## config.mk

```make
export PLATFORM = sky130hd
export DESIGN_NAME = i2cb_reg_file
export DESIGN_NICKNAME = d
export VERILOG_FILES = /design/src/rtl/i2cb_pkg.sv /design/src/rtl/i2cb_cfg_regs.sv /design/src/rtl/i2cb_cmd_word.sv /design/src/rtl/i2cb_intr_unit.sv /design/src/rtl/i2cb_reg_file.sv
export SDC_FILE = /design/constraint.sdc
export NUM_CORES = 1
export LEC_CHECK = 0
export BUFFER_PORTS_ARGS = -buffer_cell sky130_fd_sc_hd__buf_2
export CAP_MARGIN = 20
export CORE_ASPECT_RATIO = 0.6
export CORE_MARGIN = 5
export CORE_UTILIZATION = 47
export DETAILED_ROUTE_END_ITERATION = 10
export GPL_TIMING_DRIVEN = 0
export PLACE_DENSITY = 0.8
export REMOVE_ABC_BUFFERS = 1
export SYNTH_ARGS = -nofsm -noshare
export SYNTH_HDL_FRONTEND = slang
export SYNTH_SLANG_ARGS = --single-unit
```

## constraint.sdc

```tcl
create_clock -name clk -period 2.98 [get_ports clk]
set_clock_uncertainty 0.05 [all_clocks]
set_input_delay 0.596 -clock clk [delete_from_list [all_inputs] [get_ports clk]]
set_output_delay 0.596 -clock clk [all_outputs]
set_load 0.01 [all_outputs]
```

## src/rtl/i2cb_pkg.sv

```systemverilog
package i2cb_pkg;

    parameter int unsigned DATA_W  = 32;
    parameter int unsigned ADDR_W  = 6;
    parameter int unsigned STS_W   = 15;
    parameter int unsigned EVT_W   = 6;
    parameter int unsigned CMD_W   = 16;
    parameter int unsigned STATE_W = 4;
    parameter int unsigned BYTE_W  = 8;

    // register offsets
    localparam logic [ADDR_W-1:0] OFS_CTRL = 6'h00;
    localparam logic [ADDR_W-1:0] OFS_TMA  = 6'h04;
    localparam logic [ADDR_W-1:0] OFS_TMB  = 6'h08;
    localparam logic [ADDR_W-1:0] OFS_EN   = 6'h0C;
    localparam logic [ADDR_W-1:0] OFS_STS  = 6'h10;
    localparam logic [ADDR_W-1:0] OFS_CMD  = 6'h14;
    localparam logic [ADDR_W-1:0] OFS_BUF  = 6'h20;

    // writable-bit masks
    localparam logic [DATA_W-1:0] MASK_CTRL = 32'h0071_C3FF;
    localparam logic [DATA_W-1:0] MASK_TMA  = 32'h0FFF_FF0F;
    localparam logic [DATA_W-1:0] MASK_TMB  = 32'h0000_0007;

    // field positions
    localparam int unsigned CTRL_HOST_EN = 0;
    localparam int unsigned CTRL_TGT_EN  = 1;
    localparam int unsigned CMD_RECV     = 3;
    localparam int unsigned CMD_RECV_END = 4;
    localparam int unsigned BUSY_POS     = 16;
    localparam int unsigned STATE_LSB    = 19;
    localparam int unsigned RXB_LSB      = BYTE_W;

    typedef enum logic [2:0] {
        EV_ACK   = 3'd0,
        EV_NAK   = 3'd1,
        EV_RXD   = 3'd2,
        EV_ARB   = 3'd3,
        EV_STOP  = 3'd4,
        EV_ABORT = 3'd5
    } evt_idx_e;

    typedef struct packed {
        logic              wr;
        logic [ADDR_W-1:0] addr;
        logic [DATA_W-1:0] data;
    } reg_req_t;

    typedef struct packed {
        logic [BYTE_W-1:0] rx;
        logic [BYTE_W-1:0] tx;
    } byte_buf_t;

    function automatic logic wr_hit(reg_req_t r, logic [ADDR_W-1:0] ofs);
        return r.wr && (r.addr == ofs);
    endfunction

    function automatic logic [DATA_W-1:0] cmd_view(logic [CMD_W-1:0] c,
                                                   logic busy,
                                                   logic [STATE_W-1:0] st);
        logic [DATA_W-1:0] v;
        v = '0;
        v[CMD_W-1:0] = c;
        v[BUSY_POS] = busy;
        v[STATE_LSB +: STATE_W] = st;
        return v;
    endfunction

endpackage

```

## src/rtl/i2cb_cfg_regs.sv

```systemverilog
module i2cb_cfg_regs
    import i2cb_pkg::*;
(
    input  logic              clk,
    input  logic              rst,
    input  logic              wr_ctrl,
    input  logic              wr_tma,
    input  logic              wr_tmb,
    input  logic              wr_buf,
    input  logic [DATA_W-1:0] wdata,
    input  logic              rx_load,
    input  logic [BYTE_W-1:0] rx_byte,
    output logic [DATA_W-1:0] ctrl,
    output logic [DATA_W-1:0] tma,
    output logic [DATA_W-1:0] tmb,
    output byte_buf_t         bbuf
);
    localparam int unsigned NUM_TM = 2;

    logic [DATA_W-1:0] ctrl_q = '0;
    logic [DATA_W-1:0] tm_q [NUM_TM];
    logic              tm_we [NUM_TM];
    byte_buf_t         buf_q;

    assign tm_we[0] = wr_tma;
    assign tm_we[1] = wr_tmb;

    // control word survives reset; target-mode requests are refused
    always_ff @(posedge clk) begin
        if (wr_ctrl && !wdata[CTRL_TGT_EN])
            ctrl_q <= wdata & MASK_CTRL;
    end

    for (genvar g = 0; g < NUM_TM; g++) begin : g_tm
        localparam logic [DATA_W-1:0] MSK = (g == 0) ? MASK_TMA : MASK_TMB;
        initial tm_q[g] = '0;
        always_ff @(posedge clk) begin
            if (tm_we[g])
                tm_q[g] <= wdata & MSK;
        end
    end

    always_ff @(posedge clk) begin
        if (rst)
            buf_q <= '0;
        else if (wr_buf)
            buf_q <= '{rx: '0, tx: wdata[BYTE_W-1:0]};
        else if (rx_load)
            buf_q <= '{rx: rx_byte, tx: '0};
    end

    assign ctrl = ctrl_q;
    assign tma  = tm_q[0];
    assign tmb  = tm_q[1];
    assign bbuf = buf_q;

    p_tgt_refused_r2: assert property (@(posedge clk) disable iff (rst)
        (wr_ctrl && wdata[CTRL_TGT_EN]) |=> $stable(ctrl));

    p_rx_load_r6: assert property (@(posedge clk) disable iff (rst)
        (rx_load && !wr_buf) |=> (bbuf.rx == $past(rx_byte) && bbuf.tx == '0));

endmodule

```

## src/rtl/i2cb_cmd_word.sv

```systemverilog
module i2cb_cmd_word
    import i2cb_pkg::*;
(
    input  logic               clk,
    input  logic               rst,
    input  logic               wr_cmd,
    input  logic [CMD_W-1:0]   wdata,
    input  logic               host_en,
    input  logic [CMD_W-1:0]   cmd_clr,
    input  logic               state_wr,
    input  logic [STATE_W-1:0] state_val,
    output logic [CMD_W-1:0]   cmd,
    output logic [STATE_W-1:0] state,
    output logic               go
);
    logic [CMD_W-1:0]   cmd_q;
    logic [STATE_W-1:0] state_q;
    logic               go_q;
    logic               accept;

    assign accept = wr_cmd && host_en;

    always_ff @(posedge clk) begin
        if (rst) begin
            cmd_q <= '0;
            go_q  <= 1'b0;
        end else begin
            go_q <= accept;
            if (accept)
                cmd_q <= wdata;
            else
                cmd_q <= cmd_q & ~cmd_clr;
        end
    end

    always_ff @(posedge clk) begin
        if (rst)
            state_q <= '0;
        else if (state_wr)
            state_q <= state_val;
    end

    assign cmd   = cmd_q;
    assign state = state_q;
    assign go    = go_q;

    p_go_needs_host_r8: assert property (@(posedge clk) disable iff (rst)
        go |-> $past(wr_cmd && host_en));

    p_locked_r8: assert property (@(posedge clk) disable iff (rst)
        (wr_cmd && !host_en && cmd_clr == '0) |=> $stable(cmd));

    p_clr_r9: assert property (@(posedge clk) disable iff (rst)
        (!wr_cmd) |=> ((cmd & $past(cmd_clr)) == '0));

endmodule

```

## src/rtl/i2cb_intr_unit.sv

```systemverilog
module i2cb_intr_unit
    import i2cb_pkg::*;
(
    input  logic             clk,
    input  logic             rst,
    input  logic             wr_en,
    input  logic             wr_sts,
    input  logic [STS_W-1:0] wdata,
    input  logic [EVT_W-1:0] evt,
    input  logic             rx_pending,
    output logic [STS_W-1:0] en,
    output logic [STS_W-1:0] status,
    output logic             irq,
    output logic             rearm
);
    logic [STS_W-1:0] en_q, sts_q, sts_n, clr, after_clr, set_v;
    logic             irq_q, irq_n, rearm_n, evt_any;

    assign evt_any   = |evt;
    assign clr       = wr_sts ? wdata : '0;
    assign after_clr = sts_q & ~clr;
    assign set_v     = STS_W'(evt);

    always_comb begin
        sts_n = after_clr | set_v;
        if (evt_any)
            sts_n = sts_n & en_q;
    end

    always_comb begin
        if (evt_any)
            irq_n = |sts_n;
        else if (wr_sts && sts_n == '0)
            irq_n = 1'b0;
        else
            irq_n = irq_q;
    end

    assign rearm_n = wr_sts && wdata[EV_RXD] && sts_q[EV_RXD] && rx_pending;

    always_ff @(posedge clk) begin
        if (rst) begin
            en_q    <= '0;
            sts_q   <= '0;
            irq_q   <= 1'b0;
            rearm   <= 1'b0;
        end else begin
            if (wr_en)
                en_q <= wdata;
            sts_q <= sts_n;
            irq_q <= irq_n;
            rearm <= rearm_n;
        end
    end

    assign en     = en_q;
    assign status = sts_q;
    assign irq    = irq_q;

    p_irq_cause_r3: assert property (@(posedge clk) disable iff (rst)
        irq |-> (status != '0));

    p_masked_r3: assert property (@(posedge clk) disable iff (rst)
        evt_any |=> ((status & ~$past(en)) == '0));

    p_w1c_r4: assert property (@(posedge clk) disable iff (rst)
        (wr_sts && !evt_any) |=> ((status & $past(wdata)) == '0));

    p_rearm_r5: assert property (@(posedge clk) disable iff (rst)
        rearm |-> $past(wr_sts && wdata[EV_RXD] && rx_pending));

endmodule

```

## src/rtl/i2cb_reg_file.sv

```systemverilog
module i2cb_reg_file
    import i2cb_pkg::*;
(
    input  logic               clk,
    input  logic               rst,
    input  logic               reg_wr,
    input  logic [ADDR_W-1:0]  reg_addr,
    input  logic [DATA_W-1:0]  reg_wdata,
    output logic [DATA_W-1:0]  reg_rdata,
    input  logic [EVT_W-1:0]   evt_pulse,
    input  logic               rx_load,
    input  logic [BYTE_W-1:0]  rx_byte,
    input  logic [CMD_W-1:0]   cmd_clr,
    input  logic               state_wr,
    input  logic [STATE_W-1:0] state_val,
    input  logic               bus_busy,
    output logic [DATA_W-1:0]  cfg_ctrl,
    output logic [DATA_W-1:0]  cfg_timing_a,
    output logic [DATA_W-1:0]  cfg_timing_b,
    output logic [BYTE_W-1:0]  tx_byte,
    output logic [CMD_W-1:0]   cmd_bits,
    output logic               cmd_go,
    output logic               rx_rearm,
    output logic               irq
);
    reg_req_t           req;
    byte_buf_t          bbuf;
    logic [STS_W-1:0]   en_w, sts_w;
    logic [STATE_W-1:0] state_w;
    logic               rx_pending;

    assign req = '{wr: reg_wr, addr: reg_addr, data: reg_wdata};

    i2cb_cfg_regs u_cfg (
        .clk     (clk),
        .rst     (rst),
        .wr_ctrl (wr_hit(req, OFS_CTRL)),
        .wr_tma  (wr_hit(req, OFS_TMA)),
        .wr_tmb  (wr_hit(req, OFS_TMB)),
        .wr_buf  (wr_hit(req, OFS_BUF)),
        .wdata   (req.data),
        .rx_load (rx_load),
        .rx_byte (rx_byte),
        .ctrl    (cfg_ctrl),
        .tma     (cfg_timing_a),
        .tmb     (cfg_timing_b),
        .bbuf    (bbuf)
    );

    i2cb_cmd_word u_cmd (
        .clk       (clk),
        .rst       (rst),
        .wr_cmd    (wr_hit(req, OFS_CMD)),
        .wdata     (req.data[CMD_W-1:0]),
        .host_en   (cfg_ctrl[CTRL_HOST_EN]),
        .cmd_clr   (cmd_clr),
        .state_wr  (state_wr),
        .state_val (state_val),
        .cmd       (cmd_bits),
        .state     (state_w),
        .go        (cmd_go)
    );

    assign rx_pending = cmd_bits[CMD_RECV] | cmd_bits[CMD_RECV_END];

    i2cb_intr_unit u_intr (
        .clk        (clk),
        .rst        (rst),
        .wr_en      (wr_hit(req, OFS_EN)),
        .wr_sts     (wr_hit(req, OFS_STS)),
        .wdata      (req.data[STS_W-1:0]),
        .evt        (evt_pulse),
        .rx_pending (rx_pending),
        .en         (en_w),
        .status     (sts_w),
        .irq        (irq),
        .rearm      (rx_rearm)
    );

    assign tx_byte = bbuf.tx;

    always_comb begin
        unique case (reg_addr)
            OFS_CTRL: reg_rdata = cfg_ctrl;
            OFS_TMA:  reg_rdata = cfg_timing_a;
            OFS_TMB:  reg_rdata = cfg_timing_b;
            OFS_EN:   reg_rdata = DATA_W'(en_w);
            OFS_STS:  reg_rdata = DATA_W'(sts_w);
            OFS_CMD:  reg_rdata = cmd_view(cmd_bits, bus_busy, state_w);
            OFS_BUF:  reg_rdata = DATA_W'(bbuf);
            default:  reg_rdata = '1;
        endcase
    end

    p_reset_r10: assert property (@(posedge clk)
        rst |=> (sts_w == '0 && en_w == '0 && cmd_bits == '0 && !irq));

endmodule

```

==> out/metrics.yaml, run 1 <==
outcome: "complete, no violations"
gp_congestion: 0.8569
rr_endpoint: "u_cmd.cmd[2]"
grt_max_degree: 48
ys_types: 47
cts_max_path_buffers: 2
critPathSlowestCell: "or4_4"
utilization_pct: 60.28
grt.overflow.total: 0
tns_ns: 0
via_per_inst: 5.698
clk_latency_ns: 0.35
ant_nets: 0
path_cells: "clkbuf_4, or4_4, nor3b_4, buf_4, buf_12, a22oi_1, nand3_1, buf_2"
diodes: 0
hp-class: "input port to flip-flop"
seq_area_frac_synth_pct: 51.25
track_usage_pct: 25.03
avgRoutedWirePerCell_um: 21.43
drive_gt1_share_pct: 32.85
critPathArrivalTime_ns: 2.21
yosys-top-cells-area: "dfxtp_1, edfxtp_1, buf_4"
cp_top_family: "simple AND/OR/NAND/NOR gates"
worstPathRequired_ns: 2.33
yosys_most_used_dff: "dfxtp_1"
r2r_start: "u_cfg.ctrl[0]"
p_leak_nw: 2.681
remaining_drc_errors: 0
synthTopCellsByCount: "buf_4, dfxtp_1, edfxtp_1"
layout_min_cycle_time_ns: 2.860
grt_pass1_vias: 4606
hold_viol_final: 0
nets: 764
die_w_um: 146.0
holdCritStartpoint: "reg_wdata[24]"
min_to: "u_cfg.tm_q[0][20]"
cp_slowest_stage_delay_ns: 0.60
worst_pin_slew_ns: 1.058
cp-end-kind: "primary output"
port_buffers: 175
register_area_sq_um: 2673
hpwl_um: 12630
rrSetupSlack_ns: 1.25
syn_avg_cell_area_sq_um: 10.05
numCtsBuffers: 9
rsz0062_at_grt: "false"
areaGrowthSynthToFinish_pct: 23.73
routed_wl_um: 17790
min_period_over_period_pct: 95.96
vdd_drop_max_v: 0.0002794
power.density_nw_per_um2: 468.5
synth_edf_count: 43
cts.sinks: 112
rr_worst_depth: 3
syn_inst: 519
first_pass_iters: 6
yosysTopAreaCell: "dfxtp_1"
num_vias: 4729
pin_count: 233
grt_pass1_wl_um: 26360
synthArstFlopShare_pct: 0
drt_iter0_drc: 415
dieArea_sq_um: 13370
synth_area_sq_um: 5215
start_util_pct: 48.72
antenna_found_initial: 0
crit_type: "input port to primary output"
max_cap_violations: 0
num_rows: 29
crit_buf_inv: 4
nFillCells: 908
fmax_ghz: 0.3497
cts-root-buf: "clkbuf_16"
htreeDepth: 3
maxSlewHeadroom_pct: 29.47
multi_input_area_sq_um: 2056
min_path_cells: 1
clkSlewWorstSetupHoldPaths_ns: 0.08
post-route-cell-area_sq_um: 6452
startpoint_type: "input port"
die_y_um: 91.60
coreArea_sq_um: 10700
report.final.slew_viol_count: 0
place_area_sq_um: 5959
yosysWarningCount: 0
setup_viol: 0
cts_tree: "built"
cts_hold_buf: 0
cp_max_fo: 8
synth_top_area_share_pct: 26.49
ys_seq_elements: 112
==> stage by stage <==
step / std cells / setup slack, ns / hold slack (ns) / total power, mW
2_1_floorplan: 476 / -0.3408 / 0.3897 / 1.751
5_1_grt: 830 / 0.01547 / 0.3483 / 3.130
3_5_place_dp: 797 / -0.6523 / 0.4142 / 1.904
3_3_place_gp: 790 / -2.141 / 0.4044 / 1.889
6_report: 830 / 0.1203 / 0.3666 / 3.023
4_1_cts: 821 / 0.004447 / 0.3540 / 3.031
==> layer usage <==
layer  global-route usage, %  vias up  wire (um)
met5                       0        -          0
met4                   5.947        0        175
met3                   6.866       23       1941
met2                   39.31      321       8006
met1                   34.65     2261       7662
li1                        -     2124          -
==> kinds of logic (layout without fill, tap and decap cells) <==
kind of cell	count (synthesis)	count (layout)	share of synthesized area [%]
other cells	1	53	0.07191
buf+inv	121	241	14.08
flops	112	112	51.25
compound gates	125	125	17.11
mux	15	15	2.879
simple gates	145	145	14.61
==> sequential cells by signal, indices dropped and copies added (netlist names) <==
| register | flops |
|---|---|
| u_intr.irq | 1 |
| u_cmd.state | 4 |
| u_intr.status | 15 |
| u_cfg.tm_q | 27 |
| u_cmd.go | 1 |
| u_cmd.cmd | 16 |
| u_cfg.bbuf | 16 |
| u_intr.rearm | 1 |
| u_intr.en | 15 |
| u_cfg.ctrl | 16 |
==> layout by cell type (no fill, tap or decap), types with 4 or more instances in the layout <==
| master | instances |
|---|---|
| nand3_1 | 41 |
| nor3_4 | 4 |
| clkbuf_16 | 9 |
| nor2b_1 | 7 |
| dfxtp_1 | 69 |
| o22ai_1 | 7 |
| buf_4 | 13 |
| a21oi_1 | 37 |
| buf_12 | 5 |
| o21ai_0 | 7 |
| a222oi_1 | 12 |
| mux2i_1 | 15 |
| nor2_1 | 25 |
| buf_8 | 4 |
| nand3b_1 | 8 |
| a31oi_1 | 7 |
| conb_1 | 53 |
| nor4_1 | 4 |
| nand2_1 | 38 |
| a32o_1 | 16 |
| inv_1 | 25 |
| edfxtp_1 | 43 |
| a22oi_1 | 21 |
| buf_2 | 173 |
==> report_power, final <==
group	internal, mW	switching, mW	leakage [nW]
logic	0.0968	0.184	1.61
registers	1.60	0.00909	0.945
clock network	0.567	0.565	0.131
total	2.26	0.758	2.68
==> how the worst max path moves through the flow <==
stage | start | slack (ns) | cells after the start | end
6_report | reg_addr[3] | 0.12 | 8 | reg_rdata[6]
3_5_place_dp | reg_addr[2] | -0.65 | 8 | reg_rdata[1]
5_1_grt | reg_addr[3] | 0.02 | 8 | reg_rdata[14]
4_1_cts | reg_wr | 0.004 | 7 | u_intr.irq
2_1_floorplan | reg_addr[1] | -0.34 | 4 | u_cfg.tm_q[0][0]
3_3_place_gp | reg_addr[1] | -2.14 | 5 | u_cfg.tm_q[0][4]
==> final cells by class <==
cell class,instances,area share [%]
sequential,112,41.42
multi-input combinational,338,31.86
timing repair buffer,199,18.25
clock buffer,9,3.490
tap,139,2.695
inverter,26,1.571
clock inverter,7,0.7175
==> what timing repair did <==
action	CTS	global route
gates resized for setup	6	4
endpoints found under the setup margin	48	36
pin swaps	2	6
buffers inserted	8	9
No activity file was read; power rests on OpenSTA's default activity.
==> inputs of run 2 (changes only) <==
--- a/config.mk
+++ b/config.mk
@@ -7,2 +7,3 @@
 export LEC_CHECK = 0
+export ABC_AREA = 1
 export BUFFER_PORTS_ARGS = -buffer_cell sky130_fd_sc_hd__buf_2
@@ -11,3 +12,3 @@
 export CORE_MARGIN = 5
-export CORE_UTILIZATION = 47
+export CORE_UTILIZATION = 48
 export DETAILED_ROUTE_END_ITERATION = 10
==> constraint.sdc (replaced) <==
create_clock -name clk -period 2.98 [get_ports clk]
set_clock_uncertainty 0.05 [all_clocks]
set_input_delay 0.447 -clock clk [delete_from_list [all_inputs] [get_ports clk]]
set_output_delay 0.447 -clock clk [all_outputs]
set_load 0.01 [all_outputs]
==> run 2 against run 1 <==
  * Area after synthesis grew 4.8%
  * Clock power increased by 12%
  * Sequential share of layout area fell by 0.66 points
  * Global-route usage down 0.40 points
  * Count of clock-buffer cells in the layout increased by 1
  * Flip-flop and latch count is the same
  * Worst hold slack worse by 0.15 ns
  * Final cell count grew 11%
  * Fmax grew 0.25%
  * Via count up 1.8%
  * Wire length fell by 3.4%
  * Critical path type unchanged
==> out/metrics.yaml, run 2 <==
grt_max_degree: 30
ant_nets: 0
hpwl_um: 12040
dpl.cell_count: 900
ys_seq_elements: 112
critPathArrivalTime_ns: 2.36
vdd_drop_max_v: 0.0002904
synthTopCellsByCount: "nand2_1, buf_4, dfxtp_1, inv_1, nor2_1"
pre_cts_slack_ns: -0.3460
synth_top_area_share_pct: 25.27
htreeDepth: 3
yosys_most_used_dff: "dfxtp_1"
ys_types: 41
synth_area_sq_um: 5465
whs_ns: 0.2193
worst_slack_ns: 0.1273
coreArea_sq_um: 11220
cp-end-kind: "primary output"
worstPathRequired_ns: 2.48
setup_viol: 0
top_register: "u_cfg.tm_q"
drt_iter0_drc: 397
antenna_found_initial: 0
track_usage_pct: 24.63
fmax_ghz: 0.3505
port_buffers: 175
place_area_sq_um: 6160
maxSlewHeadroom_pct: 40.70
min_period_over_period_pct: 95.73
p_leak_nw: 2.757
dieArea_sq_um: 13690
diodes: 0
post-route-cell-area_sq_um: 6556
cts_max_path_buffers: 2
startpoint_type: "input port"
outcome: "complete, no violations"
clkSlewWorstSetupHoldPaths_ns: 0.07
start_util_pct: 48.70
drive_gt1_share_pct: 33.03
areaGrowthSynthToFinish_pct: 19.96
cts-root-buf: "clkbuf_16"
crit_type: "input port to primary output"
gp_congestion: 0.8637
hold_viol_final: 0
syn_avg_cell_area_sq_um: 8.901
syn_inst: 614
final_cells: 922
first_pass_iters: 4
cp_max_fo: 17
yosysWarningCount: 0
yosys-top-cells-area: "dfxtp_1, edfxtp_1, buf_4"
synthArstFlopShare_pct: 0
remaining_drc_errors: 0
routed_wl_um: 17180
die_w_um: 147.8
grt.overflow.total: 0
nets: 851
synth.most_common_cell: "nand2_1"
num_rows: 30
register_area_sq_um: 2673
worst_pin_slew_ns: 0.8822
grt_pass1_wl_um: 25790
largest_reg_flops: 27
layout_min_cycle_time_ns: 2.853
layout_common_cells: "buf_2, nand2_1, dfxtp_1, inv_1, conb_1"
synth_edf_count: 43
via_per_inst: 5.223
rrSetupSlack_ns: 1.47
die_y_um: 92.66
multi_input_area_sq_um: 2121
grt_pass1_vias: 4595
num_vias: 4816
yosysTopAreaCell: "dfxtp_1"
cts_tree: "built"
report.final.slew_viol_count: 0
hp-class: "input port to flip-flop"
cts_hold_buf: 0
cts.sinks: 112
pin_count: 233
seq_area_frac_synth_pct: 48.90
clk_latency_ns: 0.35
rsz0062_at_grt: "false"
final_common_cell: "buf_2"
power.density_nw_per_um2: 481.3
numCtsBuffers: 9
avgRoutedWirePerCell_um: 18.63
nFillCells: 1011
max_cap_violations: 0
[run 2: cell types whose count changed after synthesis, moves of 10 or more]
cell and change:
nand2_1 +61, inv_1 +43, nor2_1 +20, o21ai_0 +20
nand3_1 -19, a32o_1 -16, mux2i_1 -15, a222oi_1 -12
clkbuf_1 -12, a22oi_1 -11, nand2_2 +10, o32ai_2 +10
[run 2: worst paths after layout]
path,cells after the start,to,from
worst max-delay path,8,reg_rdata[6],reg_addr[5]
worst min-delay path,1,u_cfg.tm_q[0][13],reg_wdata[17]
worst max register to register,3,u_cmd.cmd[2],u_cfg.ctrl[0]
worst min register to register,2,u_cfg.bbuf[9],u_cfg.bbuf[9]
[run 2: kinds of logic after synthesis]
| kind of cell | Yosys count | synth area share [%] |
|---|---|---|
| other cells | 1 | 0.06862 |
| flops | 112 | 48.90 |
| simple gates | 211 | 18.27 |
| compound gates | 123 | 15.73 |
| buf+inv | 167 | 17.03 |
[run 2: worst max-delay path, stage by stage]
cell       delay [ns]
buf_2            0.14
nor2_1           0.24
inv_2            0.16
nor2_4           0.52
nor3_2           0.19
nand3_4          0.28
o2111ai_1        0.19
buf_2            0.18
[run 2: what timing repair did]
action / 4_1_cts / 5_1_grt
buffers inserted: 1 / 2
setup endpoints to repair: 32 / 24
pin swaps: 2 / 0
cloned: 3 / 0
resized for setup: 5 / 2
[run 2: per-layer routing]
layer | track usage (%) | vias to the layer above | routed length (um)
met3 | 5.575 | 8 | 1717
met1 | 36.20 | 2287 | 7965
met4 | 4.341 | 0 | 78
li1 | - | 2280 | -
met5 | 0 | - | 0
met2 | 37.55 | 241 | 7419
[run 2: metrics by stage]
stage | TNS [ns] | utilization, % | total power, mW
after floorplan | 0 | - | 1.771
after global placement | -91.85 | 54.11 | 1.909
after detailed placement | -7.169 | 54.88 | 1.913
after CTS | 0 | 58.19 | 3.173
after global routing | 0 | 58.42 | 3.261
final | 0 | 58.42 | 3.155
[run 2: cell type report]
type / count / share of cell area, %
clock buffers: 10 / 3.817
clock inverters: 6 / 1.011
inverters: 76 / 4.504
multi-input cells: 389 / 32.35
flip-flops and latches: 112 / 40.76
well taps: 144 / 2.748
repair buffers: 184 / 14.73
repair inverters: 1 / 0.07634
[run 2: power breakdown]
part | switching (mW) | total [mW] | internal [mW]
clock | 0.563 | 1.27 | 0.704
sequential | 0.00848 | 1.61 | 1.60
combinational | 0.192 | 0.278 | 0.0865
total | 0.763 | 3.16 | 2.39
==> inputs of run 3 (changes only) <==
RECOVER_POWER = 50   (was default)
==> run 3 against run 2 <==
  * The flow now finishes with violations (max-capacitance violations, max-slew violations)
  * Combinational power decreased by 2%
  * Count of clock-buffer cells in the layout unchanged
  * Global-route usage unchanged
  * Sequential power about the same
  * Final cell count unchanged
  * Non-clock buffer count unchanged
  * Die area unchanged
  * Critical path type unchanged
  * Critical endpoint unchanged
  * Highest routed layer unchanged
==> out/metrics.yaml, run 3 (synthesis gave the netlist of run 2 again) <==
outcome: "finished, violations left"
violations: "max-capacitance violations, max-slew violations"
cts_max_path_buffers: 2
avgRoutedWirePerCell_um: 18.64
drt_iter0_drc: 459
cp_top_family: "simple AND/OR/NAND/NOR gates"
grt_pass1_wl_um: 25790
place_area_sq_um: 6160
worst_pin_slew_ns: 1.559
cts-root-buf: "clkbuf_16"
top_register: "u_cfg.tm_q"
first_pass_iters: 4
startpoint_type: "input port"
remaining_drc_errors: 0
max_cap_violations: 1
layout_common_cells: "nand2_1, clkbuf_1, buf_2, dfxtp_1, inv_1"
fmax_ghz: 0.3503
hold_viol_final: 0
start_util_pct: 48.70
cp-end-kind: "primary output"
crit_top_cell: "buf_2"
cts_hold_buf: 0
post-route-cell-area_sq_um: 6432
setup_viol: 0
largest_reg_flops: 27
cp_slowest_stage_delay_ns: 0.53
cts_tree: "built"
diodes: 0
die_w_um: 147.8
grt_max_degree: 30
coreArea_sq_um: 11220
hp-class: "input port to flip-flop"
crit_buf_inv: 3
gp_congestion: 0.8637
grt.overflow.total: 0
routed_wl_um: 17190
report.final.slew_viol_count: 14
dieArea_sq_um: 13690
p_leak_nw: 2.462
die_y_um: 92.66
track_usage_pct: 24.63
hpwl_um: 12040
maxSlewHeadroom_pct: -4.301
min_period_over_period_pct: 95.79
power.density_nw_per_um2: 491.1
htreeDepth: 3
whs_ns: 0.2166
final_common_cell: "nand2_1"
worstPathRequired_ns: 2.48
rsz0062_at_grt: "false"
utilization_pct: 57.31
num_rows: 30
clkSlewWorstSetupHoldPaths_ns: 0.08
critPathSlowestCell: "nor2_4"
port_buffers: 175
cp_max_fo: 17
areaGrowthSynthToFinish_pct: 17.70
path_cells: "buf_2, nor2_1, inv_2, nor2_4, nor3_2, nand3_4, o2111ai_1, buf_2"
antenna_found_initial: 0
num_vias: 4797
critPathArrivalTime_ns: 2.36
vdd_drop_max_v: 0.0002908
crit_type: "input port to primary output"
nets: 851
pin_count: 233
drive_gt1_share_pct: 21.47
grt_pass1_vias: 4595
clk_latency_ns: 0.35
numCtsBuffers: 9
layout_min_cycle_time_ns: 2.855
ant_nets: 0
via_per_inst: 5.203
cts.sinks: 112
==> run 3: path summary, 6_finish.rpt <==
| kind | startpoint | endpoint | slack (ns) | cells past startpoint |
|---|---|---|---|---|
| setup / recovery | reg_addr[5] | reg_rdata[6] | 0.13 | 8 |
| hold / removal | reg_wdata[18] | u_cfg.tm_q[0][14] | 0.22 | 1 |
| hold reg to reg | u_cfg.bbuf[9] | u_cfg.bbuf[9] | 0.42 | 2 |
| setup reg to reg | u_cfg.ctrl[0] | u_cmd.cmd[1] | 1.45 | 3 |
==> run 3: report_power, final <==
| part | internal (mW) | total (mW) | leakage [nW] | switching (mW) |
|---|---|---|---|---|
| clock network | 0.704 | 1.28 | 0.147 | 0.571 |
| registers | 1.60 | 1.61 | 0.945 | 0.00852 |
| logic | 0.0819 | 0.273 | 1.37 | 0.191 |
| total | 2.39 | 3.16 | 2.46 | 0.771 |
==> run 3: repair_timing <==
action | CTS | global route
gates cloned | 3 | 0
endpoints found under the setup margin | 32 | 24
pin swaps | 2 | 0
buffers inserted | 1 | 2
resized for setup | 5 | 2
==> run 3: worst reg2reg max path: cells and delay by family, from the launching register on <==
family	cells	cell delay, ns
compound gates	1	0.38
flops	1	0.46
simple gates	2	0.55
==> run 3: metrics by stage <==
| step | total power, mW | worst slack [ns] | cells | TNS (ns) |
|---|---|---|---|---|
| after floorplan | 1.771 | 0.01258 | 575 | 0 |
| after global placement | 1.909 | -1.735 | 894 | -91.85 |
| after detailed placement | 1.913 | -0.3460 | 900 | -7.169 |
| after CTS | 3.173 | 0.06886 | 920 | 0 |
| after global routing | 3.256 | 0.01548 | 922 | 0 |
| final | 3.159 | 0.1254 | 922 | 0 |
==> run 3: routing by layer <==
layer | wire length [um] | track usage, % | up-vias
met1 | 8060 | 36.20 | 2265
li1 | - | - | 2277
met2 | 7309 | 37.55 | 242
met3 | 1696 | 5.575 | 13
met4 | 121 | 4.341 | 0
met5 | 0 | 0 | -
==> run 3: final cells by class <==
class / instances / area, sq um
repair inverters: 1 / 5.005
multi-input cells: 389 / 2108
inverters: 76 / 294.0
fillers: 1053 / 4791
repair buffers: 184 / 855.8
flip-flops and latches: 112 / 2673
clock buffers: 10 / 250.2
well taps: 144 / 180.2
clock inverters: 6 / 66.31
